===== config.mk =====
export PLATFORM = sky130hd
export DESIGN_NAME = ipc_flag_bank
export DESIGN_NICKNAME = d
export VERILOG_FILES = /design/src/rtl/ipc_flag_pkg.sv /design/src/rtl/ipc_port_decode.sv /design/src/rtl/ipc_flag_cell.sv /design/src/rtl/ipc_flag_bank.sv
export SDC_FILE = /design/constraint.sdc
export NUM_CORES = 1
export LEC_CHECK = 0
export BUFFER_PORTS_ARGS = -buffer_cell sky130_fd_sc_hd__buf_2
export CAP_MARGIN = 0
export CORE_ASPECT_RATIO = 0.9
export CORE_MARGIN = 2
export CORE_UTILIZATION = 37
export DETAILED_ROUTE_END_ITERATION = 6
export GPL_TIMING_DRIVEN = 1
export PLACE_DENSITY_LB_ADDON = 0.3
export SETUP_SLACK_MARGIN = 0.15
export SYNTH_ARGS = -nofsm -noshare
export SYNTH_HDL_FRONTEND = slang
export SYNTH_SLANG_ARGS = --single-unit

===== constraint.sdc =====
create_clock -name clk -period 1.2 [get_ports clk]
set_clock_uncertainty 0.1 [all_clocks]
set_input_delay 0.24 -clock clk [delete_from_list [all_inputs] [get_ports clk]]
set_output_delay 0.24 -clock clk [all_outputs]
set_load 0.01 [all_outputs]

===== src/rtl/ipc_flag_pkg.sv =====
package ipc_flag_pkg;

    localparam int unsigned FLAG_CNT = 32;
    localparam int unsigned IRQ_CNT  = 4;
    localparam int unsigned ADDR_W   = 4;

    typedef logic [FLAG_CNT-1:0] flag_vec_t;

    typedef enum logic [ADDR_W-1:0] {
        OFF_SET  = 4'h0,
        OFF_CLR  = 4'h4,
        OFF_ACK  = 4'h8,
        OFF_STAT = 4'hC
    } reg_off_e;

    typedef struct packed {
        flag_vec_t set;
        flag_vec_t clr;
        flag_vec_t ack;
    } flag_req_t;

    localparam flag_req_t REQ_NONE = '{set: '0, clr: '0, ack: '0};

    // Turn one port access into per-flag requests, honouring which core owns
    // which write view.
    function automatic flag_req_t decode_write(
        input logic              is_sender,
        input logic              sel,
        input logic              we,
        input logic [ADDR_W-1:0] addr,
        input flag_vec_t         wdata
    );
        flag_req_t r;
        r = REQ_NONE;
        if (sel && we) begin
            if (is_sender && addr == OFF_SET) r.set = wdata;
            if (!is_sender && addr == OFF_CLR) r.clr = wdata;
            if (!is_sender && addr == OFF_ACK) r.ack = wdata;
        end
        return r;
    endfunction

endpackage


===== src/rtl/ipc_port_decode.sv =====
module ipc_port_decode
    import ipc_flag_pkg::*;
#(
    parameter bit IS_SENDER = 1'b0
) (
    input  logic              sel,
    input  logic              we,
    input  logic [ADDR_W-1:0] addr,
    input  flag_vec_t         wdata,
    input  flag_vec_t         flags,
    output flag_vec_t         rdata,
    output flag_req_t         req
);

    always_comb begin
        req = decode_write(IS_SENDER, sel, we, addr, wdata);
    end

    // Only the status view returns data; the write-only views read as zero.
    always_comb begin
        rdata = '0;
        if (sel && addr == OFF_STAT) rdata = flags;
    end

endmodule


===== src/rtl/ipc_flag_cell.sv =====
module ipc_flag_cell (
    input  logic clk,
    input  logic rst,
    input  logic set_i,
    input  logic clr_i,
    input  logic ack_i,
    output logic q_o
);

    logic q_r;

    always_ff @(posedge clk) begin
        if (rst)        q_r <= 1'b0;
        else if (set_i) q_r <= 1'b1;
        else if (clr_i || ack_i) q_r <= 1'b0;
    end

    assign q_o = q_r;


    set_wins_chk: assert property (@(posedge clk) disable iff (rst)
        set_i |=> q_o);


    lower_chk: assert property (@(posedge clk) disable iff (rst)
        (!set_i && (clr_i || ack_i)) |=> !q_o);


    hold_chk: assert property (@(posedge clk) disable iff (rst)
        (!set_i && !clr_i && !ack_i) |=> $stable(q_o));

endmodule


===== src/rtl/ipc_flag_bank.sv =====
module ipc_flag_bank
    import ipc_flag_pkg::*;
(
    input  logic              clk,
    input  logic              rst,
    input  logic              tx_sel,
    input  logic              tx_we,
    input  logic [ADDR_W-1:0] tx_addr,
    input  logic [FLAG_CNT-1:0] tx_wdata,
    output logic [FLAG_CNT-1:0] tx_rdata,
    input  logic              rx_sel,
    input  logic              rx_we,
    input  logic [ADDR_W-1:0] rx_addr,
    input  logic [FLAG_CNT-1:0] rx_wdata,
    output logic [FLAG_CNT-1:0] rx_rdata,
    output logic [IRQ_CNT-1:0]  irq
);

    flag_vec_t flags;
    flag_req_t tx_req;
    flag_req_t rx_req;
    flag_req_t all_req;

    ipc_port_decode #(.IS_SENDER(1'b1)) u_tx_port (
        .sel   (tx_sel),
        .we    (tx_we),
        .addr  (tx_addr),
        .wdata (tx_wdata),
        .flags (flags),
        .rdata (tx_rdata),
        .req   (tx_req)
    );

    ipc_port_decode #(.IS_SENDER(1'b0)) u_rx_port (
        .sel   (rx_sel),
        .we    (rx_we),
        .addr  (rx_addr),
        .wdata (rx_wdata),
        .flags (flags),
        .rdata (rx_rdata),
        .req   (rx_req)
    );

    always_comb begin
        all_req.set = tx_req.set | rx_req.set;
        all_req.clr = tx_req.clr | rx_req.clr;
        all_req.ack = tx_req.ack | rx_req.ack;
    end

    for (genvar g = 0; g < FLAG_CNT; g++) begin : g_flag
        ipc_flag_cell u_cell (
            .clk   (clk),
            .rst   (rst),
            .set_i (all_req.set[g]),
            .clr_i (all_req.clr[g]),
            .ack_i (all_req.ack[g]),
            .q_o   (flags[g])
        );
    end

    assign irq = flags[IRQ_CNT-1:0];


    rise_needs_set_chk: assert property (@(posedge clk) disable iff (rst)
        !(tx_sel && tx_we && tx_addr == OFF_SET) |=> ((flags & ~$past(flags)) == '0));


    irq_rise_chk: assert property (@(posedge clk) disable iff (rst)
        (irq & ~$past(irq)) != '0 |-> $past(tx_sel && tx_we && tx_addr == OFF_SET));


    wo_read_zero_chk: assert property (@(posedge clk) disable iff (rst)
        (tx_addr != OFF_STAT || !tx_sel) |-> tx_rdata == '0);


    reset_clear_chk: assert property (@(posedge clk)
        rst |=> (rx_sel && rx_addr == OFF_STAT) -> rx_rdata == '0);

endmodule


==> run metrics <==
failing checks setup timing; worst skew pair latency 0.28 ns; min Tclk post-route 1.588 ns; Slew @ Worst Pin 0.6417 ns; All-Layer GR Usage 23.63%; Syn Std Cell Area 0.002043 mm^2; Pwr Density 683.6 mW/mm^2; dpl ws -0.4565 ns; Syn Nets 336; peak supply drop 0.0006976 V; min-delay worst type input pin to flip-flop; CTS root buffer clkbuf_8; Avg Inst Size Synth 7.919 um^2; routed vias/inst 5.298; IO Port Bufs 145; RSZ-0062 raised after global routing true; GPL Wtd Cong 0.8122; post-synthesis sequential area ratio 31.35%; worst reg2reg path depth 3; largest net degree at the start of global routing 33; WP buf/inv 2; most frequent cells in the layout buf_2 (100), buf_6 (47), and2_4 (37); Starting Density 38.65%; GRT Residual Overflow 0; crit-path cells buf_6, nor3b_4, and3_4, and2_1, buf_2; Top delay family on crit path simple AND/OR/NAND/NOR gates; clk slew on worst S/H paths 0.07 ns; endpoints failing setup 77; # rows 25; required time worst endpoint 0.86 ns; CP max stage delay 0.34 ns; Max Fclk 629.7 MHz; Worst setup EP type primary output; FILL cells 462; share of layout cells above drive strength 1 55.83%; placed instance count 449; Critical Path Start rx_addr[1]; Setup crit end rx_rdata[12]; post-route setup slack -0.3880 ns; Core Area 0.005286 mm^2; WL per Instance 16.94 um; post-DP HPWL 4290 um; first-pass GRT wire length 10,780 um; DR iter-0 viols 125; DIE HEIGHT 74.50 um; Final Cycle Share 132.3%; Clock Sinks 32; launching point of the worst reg2reg path g_flag[31].u_cell.q_o$_SDFFE_PP0P_; R2R Path End g_flag[31].u_cell.q_o$_SDFFE_PP0P_; Final nets 481; Ports 146; slowest CP cell and3_4; clock buffer depth 2; First-pass DRT Iterations 4; Total Wirelength 7961 um; Placed Area 0.002784 mm^2; Gate Count Post-Synth 258; critical path class input pin to primary output; CP Depth 5; Met3 Routed Length 554 um; routed length on met2 3875 um; max-slew violations 0; Final Cell Area 0.003518 mm^2; DIE AREA 0.006134 mm^2; Die Wd 82.33 um; vias in the first global route 2,161; max reg flops 32; top layer in use met4; DRC 0; Final Hold Vio Count 0; Distinct cells, synth 13; leakage 0.001589 uW; antenna cells 0; Num CTS Buffers 5; Vias 2,490; synth warn 0; Slew headroom 57.22%; Layout Cells excl Fill 470; initial antenna violation count 0; CP startpoint kind input pin; commonest non-fill, non-tap cell in the layout buf_2; Reg2Reg Setup Slack 0.29 ns; H-tree lvl count 2; DRT met1 WL 3373 um; max_cap viols 0; antenna-violating nets left 0; Worst Path Arrival 1.25 ns; status complete, but fails checks; CTS tree built; area delta synth->final 72.20%; #FFs+latches synth 32; crit path max fanout 16
-- Yosys cell counts --
master / n / area (um^2)
nand3_1: 32 / 160.2
and3_2: 2 / 15.01
nor3b_2: 3 / 37.54
buf_2: 12 / 60.06
inv_1: 32 / 120.1
clkbuf_1: 6 / 22.52
buf_4: 4 / 30.03
dfxtp_1: 32 / 640.6
buf_6: 6 / 67.56
a41o_1: 32 / 320.3
a21oi_1: 32 / 160.2
and2_1: 64 / 400.4
xor2_1: 1 / 8.760
-- worst min-delay path, cell delays in order --
cell	delay, ns
buf_2	0.10
nand3_1	0.05
a21oi_1	0.06
-- layout make-up --
cell class,instances,area (um^2),share of cell area (%)
repair buffers,161,1267,36.02
well taps,67,83.83,2.383
multi-input cells,171,1300,36.95
flip-flops and latches,32,650.6,18.49
inverters,32,120.1,3.414
clock buffers,7,96.34,2.738
-- per-stage QoR --
stage               total power (uW)  TNS, ns  hold WS [ns]  util (%)
detailed placement              1421   -32.60        0.4022     52.66
floorplan                       1236   -8.035        0.2091         -
global route                    2487   -25.58        0.1027     66.56
finish                          2405   -21.79       0.09710     66.56
CTS                             2388   -21.95       0.09571     59.53
global placement                1422   -30.10        0.3982     52.66
-- metal layers --
metal | vias up | global-route usage (%)
met5 | - | 0
met4 | 0 | 8.889
met3 | 20 | 4.612
met2 | 133 | 37.81
met1 | 1149 | 31.57
li1 | 1188 | -
-- how the worst min path moves through the flow --
stage / startpoint / endpoint / slack (ns) / cells past startpoint
3_5_place_dp: tx_wdata[30] / g_flag[30].u_cell.q_o$_SDFFE_PP0P_ / 0.40 / 3
5_1_grt: tx_wdata[30] / g_flag[30].u_cell.q_o$_SDFFE_PP0P_ / 0.10 / 3
4_1_cts: tx_wdata[2] / g_flag[2].u_cell.q_o$_SDFFE_PP0P_ / 0.1 / 3
6_report: tx_wdata[2] / g_flag[2].u_cell.q_o$_SDFFE_PP0P_ / 0.1 / 3
3_3_place_gp: tx_wdata[14] / g_flag[14].u_cell.q_o$_SDFFE_PP0P_ / 0.40 / 3
2_1_floorplan: rst / g_flag[15].u_cell.q_o$_SDFFE_PP0P_ / 0.21 / 1
-- what timing repair did --
item	CTS	global route
cloned	7	2
pin swaps	37	58
setup endpoints to repair	100	100
gates resized for setup	35	75
setup buffers	3	2
hold buffers	0	0
-- power by group --
part	internal, uW	total [uW]	switching (uW)
clock network	511	915	404
logic	201	418	217
registers	1070	1070	6.34
-- cell families after synthesis --
family          count (synthesis)  share of synthesized area (%)
simple gates                  101                          30.01
compound gates                 64                          23.51
buf+inv                        60                          14.70
flops                          32                          31.35
xor+xnor                        1                         0.4287
No activity file was read; power rests on OpenSTA's default activity.
